$ cat config.mk
export PLATFORM = sky130hd
export DESIGN_NAME = rst_cause_ctrl
export DESIGN_NICKNAME = d
export VERILOG_FILES = /design/src/rtl/rst_cause_pkg.sv /design/src/rtl/rst_cause_seq.sv /design/src/rtl/rst_cause_flags.sv /design/src/rtl/rst_cause_ctrl.sv
export SDC_FILE = /design/constraint.sdc
export NUM_CORES = 1
export LEC_CHECK = 0
export BUFFER_PORTS_ARGS = -buffer_cell sky130_fd_sc_hd__clkbuf_2
export CAP_MARGIN = 20
export CORE_MARGIN = 4
export CORE_UTILIZATION = 40
export DETAILED_ROUTE_END_ITERATION = 8
export PLACE_DENSITY_LB_ADDON = 0.1
export SLEW_MARGIN = 20
export SYNTH_ARGS = -nofsm -noshare
export SYNTH_HDL_FRONTEND = slang
export SYNTH_SLANG_ARGS = --single-unit
$ cat constraint.sdc
create_clock -name clk -period 3.3 [get_ports clk]
set_input_delay 0.165 -clock clk [delete_from_list [all_inputs] [get_ports clk]]
set_output_delay 0.165 -clock clk [all_outputs]
set_load 0.01 [all_outputs]
$ cat src/rtl/rst_cause_pkg.sv
package rst_cause_pkg;

  localparam int FLAG_W = 4;
  localparam int REG_W  = 8;

  // Bit positions software decodes in the cause register.
  localparam int BIT_POR = 0;
  localparam int BIT_EXT = 1;
  localparam int BIT_BOR = 2;
  localparam int BIT_WDT = 3;

  localparam logic [FLAG_W-1:0] FLAGS_AT_POR = FLAG_W'(1) << BIT_POR;

  // Strobes from the sequencer to the flag datapath, one per clocked source.
  typedef struct packed {
    logic setWdt;
    logic setBor;
    logic setExt;
  } rstStrobe_t;

endpackage

$ cat src/rtl/rst_cause_seq.sv
module rst_cause_seq
  import rst_cause_pkg::*;
#(
  parameter int HOLD_CYCLES = 16,
  parameter int SYNC_STAGES = 2
) (
  input  logic       clk,
  input  logic       porActive,
  input  logic       extRstN,
  input  logic       brownOut,
  input  logic       wdtTimeout,
  output rstStrobe_t strobe,
  output logic       coreRst
);

  localparam int CNT_W = (HOLD_CYCLES > 1) ? $clog2(HOLD_CYCLES) : 1;
  localparam logic [CNT_W-1:0] LAST_CNT = CNT_W'(HOLD_CYCLES - 1);

  // Index 1 carries brown-out, index 0 carries the external request.
  logic [1:0] rawReq;
  logic [1:0] syncPipe [SYNC_STAGES];
  logic       wdtPrev;
  logic       wdtPulse;
  logic       srcActive;
  logic [CNT_W-1:0] holdCnt;
  logic       rstQ;

  assign rawReq = {brownOut, ~extRstN};

  for (genvar s = 0; s < SYNC_STAGES; s++) begin : g_sync
    if (s == 0) begin : g_first
      always_ff @(posedge clk or posedge porActive) begin
        if (porActive) syncPipe[s] <= '0;
        else           syncPipe[s] <= rawReq;
      end
    end else begin : g_next
      always_ff @(posedge clk or posedge porActive) begin
        if (porActive) syncPipe[s] <= '0;
        else           syncPipe[s] <= syncPipe[s-1];
      end
    end
  end

  // The watchdog strobe is cut to one cycle on its rising edge.
  always_ff @(posedge clk or posedge porActive) begin
    if (porActive) begin
      wdtPrev  <= 1'b0;
      wdtPulse <= 1'b0;
    end else begin
      wdtPrev  <= wdtTimeout;
      wdtPulse <= wdtTimeout & ~wdtPrev;
    end
  end

  assign strobe.setExt = syncPipe[SYNC_STAGES-1][0];
  assign strobe.setBor = syncPipe[SYNC_STAGES-1][1];
  assign strobe.setWdt = wdtPulse;
  assign srcActive     = strobe.setExt | strobe.setBor | strobe.setWdt;

  // Asserted at once by power-on, released only at a clock edge.
  always_ff @(posedge clk or posedge porActive) begin
    if (porActive) begin
      holdCnt <= '0;
      rstQ    <= 1'b1;
    end else if (srcActive) begin
      holdCnt <= '0;
      rstQ    <= 1'b1;
    end else if (holdCnt == LAST_CNT) begin
      rstQ    <= 1'b0;
    end else begin
      holdCnt <= holdCnt + 1'b1;
      rstQ    <= 1'b1;
    end
  end

  assign coreRst = rstQ;

endmodule

$ cat src/rtl/rst_cause_flags.sv
module rst_cause_flags
  import rst_cause_pkg::*;
(
  input  logic              clk,
  input  logic              porActive,
  input  rstStrobe_t        strobe,
  input  logic              regRdEn,
  input  logic              regWrEn,
  input  logic [FLAG_W-1:0] wrBits,
  output logic [REG_W-1:0]  regRdata,
  output logic [FLAG_W-1:0] flagQ
);

  logic [FLAG_W-1:0] setVec;
  logic [FLAG_W-1:0] keepVec;

  always_comb begin
    setVec          = '0;
    setVec[BIT_WDT] = strobe.setWdt;
    setVec[BIT_BOR] = strobe.setBor;
    setVec[BIT_EXT] = strobe.setExt;
  end

  // A zero written clears its flag; a one keeps it.
  assign keepVec = regWrEn ? (flagQ & wrBits) : flagQ;

  always_ff @(posedge clk or posedge porActive) begin
    if (porActive) flagQ <= FLAGS_AT_POR;
    else           flagQ <= keepVec | setVec;
  end

  assign regRdata = regRdEn ? REG_W'(flagQ) : '0;

endmodule

$ cat src/rtl/rst_cause_ctrl.sv
module rst_cause_ctrl
  import rst_cause_pkg::*;
#(
  parameter int HOLD_CYCLES = 16,
  parameter int SYNC_STAGES = 2
) (
  input  logic       clk,
  input  logic       porActive,
  input  logic       extRstN,
  input  logic       brownOut,
  input  logic       wdtTimeout,
  input  logic       regRdEn,
  input  logic       regWrEn,
  input  logic [7:0] regWdata,
  output logic [7:0] regRdata,
  output logic       coreRst
);

  rstStrobe_t        strobe;
  logic [FLAG_W-1:0] flagQ;

  rst_cause_seq #(
    .HOLD_CYCLES(HOLD_CYCLES),
    .SYNC_STAGES(SYNC_STAGES)
  ) u_seq (
    .clk       (clk),
    .porActive (porActive),
    .extRstN   (extRstN),
    .brownOut  (brownOut),
    .wdtTimeout(wdtTimeout),
    .strobe    (strobe),
    .coreRst   (coreRst)
  );

  rst_cause_flags u_flags (
    .clk      (clk),
    .porActive(porActive),
    .strobe   (strobe),
    .regRdEn  (regRdEn),
    .regWrEn  (regWrEn),
    .wrBits   (regWdata[FLAG_W-1:0]),
    .regRdata (regRdata),
    .flagQ    (flagQ)
  );

endmodule

==> impl_metrics.toml, run 1 <==
[synth]
synth_area_leader_cell = "sky130_fd_sc_hd__dfrtp_1"
syn_area_per_cell_sq_um = 12.34
netlist_top_cells_area = "sky130_fd_sc_hd__dfrtp_1, sky130_fd_sc_hd__dfstp_2, sky130_fd_sc_hd__buf_4, sky130_fd_sc_hd__and2_1, sky130_fd_sc_hd__nand2b_1"
synthCells = 51
synth_seq_area_share_pct = 60.04
synth_register_bits = 15
yosys.area.top_type_share_pct = 51.69
ys_warn_count = 0
synth.cell_area_sq_um = 629.4
yosys_cell_types = 26

[power_and_ir_drop]
leakage_nw = 0.3770
p_int_uw = 254.0
switching_power_uw = 80.23
seq_power_share_pct = 58.8
power_frac_comb_pct = 9.2
power-per-cell-area_mw_per_mm2 = 430.8
ir_drop_v = 0.0003062
portion_of_total_power_attributed_to_the_clock_network_pct = 32.0
power.switching_fraction_pct = 24.00

[setup_path]
setup.worst_path.end_class = "flip-flop"
crit_fanout = 6
cp_launch_type = "flip-flop"
crit_start = "u_seq.holdCnt[0]"
r2r-start = "u_seq.holdCnt[0]"
reg2reg_setup_slack_ns = 2.05
cp.required_ns = 3.48
worstPathArrival_ns = 1.43
crit_type = "flip-flop to flip-flop"

[global_routing]
grt_pass1_vias = 390
grt_overflow = 0
antenna_found_initial = 0
grt_max_degree = 16
grt_first_pass_wirelength_um = 1669
grt_usage_pct = 11.15

[detailed_routing]
detail_route.wl_per_cell_um = 11.52
detail_route.drc_violations = 0
drt_iter0_markers = 1
drt_first_pass_iters = 3
drt-total-wl_um = 1025
dr_total_vias = 438
routed_via_density = 4.921
antenna_left = 0

[timing]
layout_worst_path_cycle_share_pct = 37.78
slew-limit-headroom_pct = 62.92
finalSetupViolations = 0
final-max-slew-violation-count = 0
finalClockSkew_ns = 0.004536
grt_setup_unrepaired = "no"
max_clock_freq_mhz = 802.1
worst-slew-pin-transition_ns = 0.5557
tns_ns = 0
timing_hold_violations_final = 0
fin_crit_ns = 1.247

[clock_network]
cts_made_buffers = 3
h-tree-depth = 1
clock_pin_slew_of_the_registers_on_the_worst_case_setup_and_hold_paths_ns = 0.09
root_buffer = "sky130_fd_sc_hd__clkbuf_4"
clock_insertion_delay_worst_skew_ns = 0.29
clockBufferDepth = 2
clock_sink_count = 15
cts_tree = "built"

[finish]
number_of_diodes = 0
layout.filler_cells = 145
area_growth_syn_to_layout_pct = 23.26
multi_input_comb_area_sq_um = 221.5
post-route-util_pct = 52.10
seqCellArea_sq_um = 377.9
final_layout_size_suffix_gt1_share_pct = 34.25
final_nets = 90

[placed_design]
placement.io_buffers = 15
globalplace.congestion = 0.6935

[status]
run_status = "finished clean"

[floorplanning]
fp.dieH_um = 47.67
ios = 24
die_area_sq_mm = 0.002272
floorplan.initialDensity_pct = 42.27
width_of_the_chip_um = 47.67
placementRows = 14
floorplan.core_area_sq_mm = 0.001489

[worst_hold_path]
hold_path.startpoint = "regWdata[0]"
hold_path_class = "input pin to flip-flop"

[run]
maxCapViolations = 0
repair_timing:
item                       in CTS  in global routing
setup endpoints to repair       0                  0
setup buffers                   0                  0
gates resized for setup         0                  0
hold endpoints to repair       16                  0
hold buffers                    4                  0
power by group through the flow:
stage | Clock (mW) | Combinational (mW) | Sequential, mW
finish | 0.107 | 0.0309 | 0.196
global placement | 0 | 0.0273 | 0.200
global route | 0.123 | 0.0350 | 0.198
CTS | 0.116 | 0.0315 | 0.197
detailed placement | 0 | 0.0278 | 0.200
floorplan | 0 | 0.0199 | 0.199
worst paths after layout:
kind / to / cells past startpoint
worst max-delay path: u_seq.holdCnt[1] / 3
min in group asynchronous: u_seq.syncPipe[2] / 3
worst max register to register: u_seq.holdCnt[1] / 3
max in group asynchronous: u_seq.coreRst / 3
worst min register to register: u_seq.strobe[1] / 0
worst min-delay path: u_flags.flagQ[0] / 3
synth_stat cells, drive strengths merged:
library cell and number:
ha 1, or3 1, and3b 1, nand2b 3, nor2b 1, a21oi 1
or2 1, conb 1, a21o 3, and4b 1, inv 3, nor3 1
a211oi 1, a31o 1, nor4b 2, nand4 1, nor2 1, dfstp 2
nand3 1, a31oi 1, buf 4, and2 4, dfrtp 13, a21boi 1
mux2 1
layer usage:
| metal | part of all wire (%) | GRT usage [%] | up-vias |
|---|---|---|---|
| li1 | - | - | 216 |
| met1 | 43 | 12.71 | 205 |
| met2 | 49 | 16.84 | 15 |
| met3 | 7.5 | 5.639 | 2 |
| met4 | 0.88 | 6.452 | 0 |
| met5 | 0 | 0 | - |
registers in the layout, indices dropped and copies added, names as in the netlist:
| signal | flops |
|---|---|
| u_seq.syncPipe | 2 |
| u_seq.coreRst | 1 |
| u_seq.strobe | 2 |
| u_seq.wdtPrev | 1 |
| u_flags.flagQ | 4 |
| u_seq.wdtPulse | 1 |
| u_seq.holdCnt | 4 |
through the flow:
step	instances	power [mW]	hold WS [ns]	setup WS, ns	area [sq um]
floorplan	54	0.2185	0.06505	2.114	640.6
global placement	81	0.2274	0.2265	2.048	705.7
detailed placement	81	0.2279	0.2405	2.057	705.7
CTS	89	0.3445	0.03673	2.047	775.7
global route	89	0.3553	0.05678	1.990	775.7
finish	89	0.3342	0.05559	2.053	775.7
worst max-delay path: stages (launching register included):
cell and delay [ns]:
sky130_fd_sc_hd__dfrtp_1 0.42, sky130_fd_sc_hd__ha_1 0.27, sky130_fd_sc_hd__nand3_1 0.12, sky130_fd_sc_hd__mux2_2 0.33
placed cells by master (no fill, tap or decap), drive strengths merged:
cell type    count
and2             4
or3              1
inv              3
nor2             1
or2              1
clkinvlp         1
nor3             1
clkbuf          18
nor4b            2
dlygate4sd3      4
a211oi           1
dfstp            2
a31o             1
nor2b            1
a21boi           1
ha               1
nand4            1
a31oi            1
and3b            1
nand3            1
and4b            1
a21oi            1
a21o             3
mux2             1
dfrtp           13
nand2b           3
conb             4
cells by family after synthesis:
logic type / share of synthesized area, %
muxes: 1.789
and+or+nand+nor: 19.68
DFF: 60.04
adders and majority gates: 1.988
other: 0.5958
buffers and inverters: 6.561
AOI/OAI and AO/OA: 9.345
area by class of cell:
class | instances | share of cell area (%)
clock buffer | 3 | 2.903
clock inverter | 1 | 0.9677
inverter | 3 | 1.452
multi-input combinational | 32 | 28.55
sequential | 15 | 48.71
tap | 16 | 2.581
timing repair buffer | 19 | 14.84
Power figures use the tool's default switching activity.
==> run 2, diff against run 1 <==
==> constraint.sdc (replaced) <==
create_clock -name clk -period 1.2 [get_ports clk]
set_input_delay 0.06 -clock clk [delete_from_list [all_inputs] [get_ports clk]]
set_output_delay 0.06 -clock clk [all_outputs]
set_load 0.01 [all_outputs]
==> run 2 against run 1 <==
  * Flip-flop and latch count unchanged
  * Setup slack got worse by 2.0 ns
  * Largest power group unchanged
  * Via count rose by 5.3%
  * Core utilization rose by 4.7 points
  * Non-clock buffer count increased by 6
  * First-iteration DRC count rose to 3.0 times the previous value
  * Largest cell class unchanged
  * Register-to-register slack lost 2.0 ns
==> impl_metrics.toml, run 2 (synthesis results as in run 1) <==
[status]
run_status = "finished clean"

[placed_design]
placement.io_buffers = 15
globalplace.congestion = 0.7082
detailed_place_hpwl_um = 760.5
placedCellCount = 85
dp_worst_setup_slack_ns = -0.02148

[finish]
final_layout_size_suffix_gt1_share_pct = 39.24
final_nets = 96
mostFrequentLayoutCell = "sky130_fd_sc_hd__clkbuf_2"
post_layout_instance_count_excluding_filler_cells = 95
multi_input_comb_area_sq_um = 244.0
layout.filler_cells = 133
final_cell_mix = "sky130_fd_sc_hd__clkbuf_2, sky130_fd_sc_hd__dfrtp_1, sky130_fd_sc_hd__dlygate4sd3_1"
area_growth_syn_to_layout_pct = 34.39
post-route-util_pct = 56.81
seqCellArea_sq_um = 377.9
layout_top_registers = "u_flags.flagQ: 4 flops, u_seq.holdCnt: 4 flops"
number_of_diodes = 0

[power_and_ir_drop]
power-per-cell-area_mw_per_mm2 = 1104
ir_drop_v = 0.0005987
leakage_nw = 0.4116

[timing]
max_clock_freq_mhz = 844.5
slew-limit-headroom_pct = 62.70
worst-slew-pin-transition_ns = 0.5588
finalSetupViolations = 0
final-max-slew-violation-count = 0
timing_hold_violations_final = 0
fin_crit_ns = 1.184
worst_hold_slack_ns = 0.06781
finalClockSkew_ns = 0.004373
layout_worst_path_cycle_share_pct = 98.67
finalWorstSetupSlack_ns = 0.01592

[global_routing]
grt_pass1_vias = 429
grt_first_pass_wirelength_um = 1842
antenna_found_initial = 0
grt_usage_pct = 12.06
grt_overflow = 0
grt_max_degree = 16

[clock_network]
clock_sink_count = 15
clockBufferDepth = 2
h-tree-depth = 1
cts_made_buffers = 3
root_buffer = "sky130_fd_sc_hd__clkbuf_4"
clock_pin_slew_of_the_registers_on_the_worst_case_setup_and_hold_paths_ns = 0.09
clock_insertion_delay_worst_skew_ns = 0.29
cts_tree = "built"

[detailed_routing]
antenna_left = 0
detail_route.drc_violations = 0
drt-total-wl_um = 1193
detail_route.wl_per_cell_um = 12.56
dr_total_vias = 461
drt_first_pass_iters = 2
drt_iter0_markers = 3
routed_via_density = 4.853

[run]
maxCapViolations = 0

[floorplanning]
floorplan.initialDensity_pct = 42.27
placementRows = 14
die_area_sq_mm = 0.002272
floorplan.core_area_sq_mm = 0.001489
ios = 24
width_of_the_chip_um = 47.67
fp.dieH_um = 47.67

[worst_hold_path]
hold_path_class = "input pin to flip-flop"

[setup_path]
setup.worst_path.end_class = "flip-flop"
worstPathArrival_ns = 1.37
crit_fanout = 2
crit_type = "flip-flop to flip-flop"
cp_launch_type = "flip-flop"
cp.required_ns = 1.38
## run 2: cell types whose count changed in the layout (fill, tap and decap cells not counted)
| cell | change |
|---|---|
| sky130_fd_sc_hd__buf_4 | +4 |
| sky130_fd_sc_hd__clkinv_2 | +1 |
| sky130_fd_sc_hd__clkinvlp_4 | -1 |
| sky130_fd_sc_hd__dlygate4sd3_1 | +2 |
| sky130_fd_sc_hd__ha_1 | -1 |
| sky130_fd_sc_hd__ha_4 | +1 |
| sky130_fd_sc_hd__mux2_2 | -1 |
| sky130_fd_sc_hd__mux2_4 | +1 |
| sky130_fd_sc_hd__nor4b_1 | -1 |
| sky130_fd_sc_hd__nor4b_2 | +1 |
## run 2: path summary, 6_finish.rpt
check / slack [ns] / from / to / depth (start not counted)
min in group asynchronous: 0.34 / porActive / u_seq.holdCnt[2] / 3
max in group asynchronous: 0.49 / porActive / u_flags.flagQ[0] / 3
max: 0.02 / u_seq.holdCnt[1] / u_seq.holdCnt[1] / 3
max reg2reg: 0.02 / u_seq.holdCnt[1] / u_seq.holdCnt[1] / 3
min reg2reg: 0.35 / u_seq.syncPipe[2] / u_seq.strobe[0] / 0
min: 0.07 / regWdata[2] / u_flags.flagQ[2] / 3
## run 2: worst max-delay path, cell delays in order, from the launching register on
cell and delay, ns:
sky130_fd_sc_hd__dfrtp_1 0.43, sky130_fd_sc_hd__ha_4 0.25, sky130_fd_sc_hd__nor4b_2 0.15, sky130_fd_sc_hd__mux2_4 0.25
## run 2: timing repair
action	4_1_cts	5_1_grt
setup endpoints to repair	1	1
hold buffers	6	0
setup buffers	0	0
hold endpoints to repair	18	0
pin swaps	0	1
resized for setup	1	3
## run 2: area by class of cell
class | count | share of cell area, %
inverters | 3 | 1.331
clock buffers | 3 | 2.663
well taps | 16 | 2.367
repair buffers | 25 | 19.53
clock inverters | 1 | 0.5917
multi-input cells | 32 | 28.85
flip-flops and latches | 15 | 44.67
## run 2: where the power goes
group	leakage [nW]	switching, mW	internal [mW]
clock network	0.0177	0.165	0.124
registers	0.178	0.0122	0.526
logic	0.215	0.0473	0.0588
total	0.412	0.224	0.709
## run 2: layer usage
metal / GRT usage (%) / share of wire (%)
met5: 0 / 0
met3: 6.015 / 7.4
met1: 12.85 / 39
met4: 6.452 / 2.8
met2: 19.52 / 51
## run 2: metrics by stage
stage	setup TNS, ns	cell area (sq um)	power (mW)
after global routing	-0.01863	845.8	0.9754
after detailed placement	-0.02148	735.7	0.6350
after global placement	-0.005152	735.7	0.6337
after CTS	0	825.8	0.9393
after floorplan	0	640.6	0.6010
final	0	845.8	0.9334
==> run 3, diff against run 2 <==
--- a/config.mk
+++ b/config.mk
@@ -14,4 +14,5 @@
 export SLEW_MARGIN = 20
 export SYNTH_ARGS = -nofsm -noshare
 export SYNTH_HDL_FRONTEND = slang
+export SYNTH_HIERARCHICAL = 1
 export SYNTH_SLANG_ARGS = --single-unit
==> run 3 against run 2 <==
  * Via count is 11% lower
  * Cell area is 7.5% lower
  * First-iteration DRC count is 130% higher
  * Largest cell class unchanged
  * Fmax is 6.6% higher
  * Power is 2.5% lower
  * Clock power is 3% lower
  * Die area is 0.17% higher
  * Sequential share of layout area is 3.6 points higher
  * Flip-flop and latch count stayed put
  * Setup slack better by 0.073 ns
  * Synthesized cell count is 7.8% higher
==> impl_metrics.toml, run 3 <==
[timing]
grt_setup_unrepaired = "no"
worst_hold_slack_ns = 0.004838
layout_worst_path_cycle_share_pct = 92.58
max_clock_freq_mhz = 900.1
finalWorstSetupSlack_ns = 0.08905
finalClockSkew_ns = 0.0001747
final-max-slew-violation-count = 0
tns_ns = 0
timing_hold_violations_final = 0
fin_crit_ns = 1.111
finalSetupViolations = 0

[finish]
final_cell_mix = "sky130_fd_sc_hd__clkbuf_2, sky130_fd_sc_hd__dfrtp_1, sky130_fd_sc_hd__dlygate4sd3_1"
layout_top_registers = "u_flags/flagQ: 4 flops, u_seq/holdCnt: 4 flops"
final_layout_size_suffix_gt1_share_pct = 32.47
area_growth_syn_to_layout_pct = 24.01
mostFrequentLayoutCell = "sky130_fd_sc_hd__clkbuf_2"
final_nets = 94
design_area_sq_um = 782.0
number_of_diodes = 0
post-route-util_pct = 51.91

[detailed_routing]
dr_total_vias = 408
routed_via_density = 4.387
detail_route.drc_violations = 0
detail_route.wl_per_cell_um = 10.32
drt-total-wl_um = 960
drt_first_pass_iters = 2
drt_iter0_markers = 7
antenna_left = 0

[synth]
synth_register_bits = 15
ys_warn_count = 6
synthCells = 55
synthMostInstantiatedCell = "sky130_fd_sc_hd__dfrtp_1"
synth_seq_area_share_pct = 59.92
synth_edf_count = 0
syn_area_per_cell_sq_um = 11.47
synth.top_cells.by_count = "sky130_fd_sc_hd__dfrtp_1, sky130_fd_sc_hd__buf_4, sky130_fd_sc_hd__and2_1, sky130_fd_sc_hd__inv_1, sky130_fd_sc_hd__nor2_1"
async_reset_ff_share_pct = 100.0
synth_flop_cell = "sky130_fd_sc_hd__dfrtp_1"
synth_area_leader_cell = "sky130_fd_sc_hd__dfrtp_1"
yosys_cell_types = 21
synth.cell_area_sq_um = 630.6
netlist_top_cells_area = "sky130_fd_sc_hd__dfrtp_1, sky130_fd_sc_hd__buf_4, sky130_fd_sc_hd__dfstp_2, sky130_fd_sc_hd__and2_1, sky130_fd_sc_hd__a21o_1"
yosys.area.top_type_share_pct = 51.59

[floorplanning]
floorplan.initialDensity_pct = 41.86
ios = 24
width_of_the_chip_um = 47.71
floorplan.core_area_sq_mm = 0.001506
placementRows = 14
fp.dieH_um = 47.71
die_area_sq_mm = 0.002276

[setup_path]
crit_fanout = 5
cp.required_ns = 1.41
worst_path_max_delay_cell = "sky130_fd_sc_hd__or3_4"
crit_type = "flip-flop to flip-flop"
setup.worst_path.end_class = "flip-flop"
max_stage_delay_ns = 0.42
cp_launch_type = "flip-flop"
reg2reg_depth = 2
cell_by_cell_trace_of_the_critical_path = "or3_4, or2_1"
critPathTopFamily = "simple AND/OR/NAND/NOR gates"
timing.critical_path.depth = 2
critical_path_buf_inv_count = 0
worstPathArrival_ns = 1.32

[power_and_ir_drop]
ir_drop_v = 0.0007164
seq_power_share_pct = 58.9
switching_power_uw = 211.0
power_frac_comb_pct = 10.2
leakage_nw = 0.3972
power-per-cell-area_mw_per_mm2 = 1164
power.switching_fraction_pct = 23.18
portion_of_total_power_attributed_to_the_clock_network_pct = 30.9
p_int_uw = 699.2

[worst_hold_path]
hold_path_depth = 2
hold_path_class = "input pin to flip-flop"

[placed_design]
globalplace.congestion = 0.6100
detailed_place_hpwl_um = 715.2
placed_area_sq_um = 699.4
dp_worst_setup_slack_ns = 0.05592
placement.io_buffers = 15

[global_routing]
grt_first_pass_wirelength_um = 1476
antenna_found_initial = 0
grt_overflow = 0
grt_pass1_vias = 358
grt_usage_pct = 9.491
grt_max_degree = 12

[clock_network]
root_buffer = "sky130_fd_sc_hd__clkbuf_4"
clockBufferDepth = 2
clock_pin_slew_of_the_registers_on_the_worst_case_setup_and_hold_paths_ns = 0.09
clock_insertion_delay_worst_skew_ns = 0.27
cts_made_buffers = 3
clock_sink_count = 15
cts_setup_buffers = 0
h-tree-depth = 1
cts_tree = "built"

[status]
run_status = "finished clean"

[run]
maxCapViolations = 0
==> run 3: worst register-to-register path: stages, from the launching register on <==
cell and delay (ns):
sky130_fd_sc_hd__dfrtp_1 0.39, sky130_fd_sc_hd__or3_4 0.42, sky130_fd_sc_hd__or2_1 0.23
==> run 3: metal layers <==
metal	vias up	global-route usage [%]	routed length, um
li1	211	-	-
met1	183	12.71	453
met2	14	13.46	433
met3	0	2.256	73
met4	0	6.452	0
met5	-	0	0
==> run 3: final cells by class <==
type,count,area (sq um)
inverters,4,15.01
multi-input cells,32,201.4
flip-flops and latches,15,377.9
clock buffers,3,22.52
well taps,16,20.02
repair buffers,22,140.1
clock inverters,1,5.005
fillers,147,724.4
==> run 3: worst paths after layout <==
kind | from | endpoint | slack (ns)
max in group asynchronous | porActive | u_seq/coreRst | 0.57
hold / removal | regWrEn | u_flags/flagQ[0] | 0.005
hold reg to reg | u_seq/syncPipe[3] | u_seq/strobe[1] | 0.36
setup / recovery | u_seq/strobe[1] | u_seq/coreRst | 0.09
setup reg to reg | u_seq/strobe[1] | u_seq/coreRst | 0.09
min in group asynchronous | porActive | u_flags/flagQ[1] | 0.20
==> run 3: power by group through the flow <==
stage | logic [mW] | clock network [mW] | registers, mW
finish | 0.0930 | 0.281 | 0.536
global route | 0.107 | 0.313 | 0.539
CTS | 0.0945 | 0.296 | 0.536
detailed placement | 0.0817 | 0 | 0.546
global placement | 0.0806 | 0 | 0.545
floorplan | 0.0615 | 0 | 0.544
==> run 3: kinds of logic (layout without fill, tap and decap cells) <==
logic type | count (synthesis) | count (layout) | share of synthesized area (%)
flip-flops | 15 | 15 | 59.92
AND/OR/NAND/NOR | 20 | 20 | 18.06
other | 1 | 4 | 0.5947
XOR/XNOR | 1 | 1 | 1.389
multiplexers | 1 | 1 | 1.587
buffers and inverters | 11 | 30 | 10.71
AO/OA/AOI/OAI | 5 | 5 | 5.755
adder cells (fa/ha/maj) | 1 | 1 | 1.984
==> run 3: stage by stage <==
stage          instances  power, mW
5_1_grt               93     0.9587
2_1_floorplan         58     0.6057
4_1_cts               93     0.9267
3_5_place_dp          84     0.6280
6_report              93     0.9103
3_3_place_gp          84     0.6256
==> run 3: what timing repair did <==
action,4_1_cts,5_1_grt
hold endpoints to repair,18,0
hold buffers,5,0
gates resized for setup,0,1
endpoints found under the setup margin,0,1
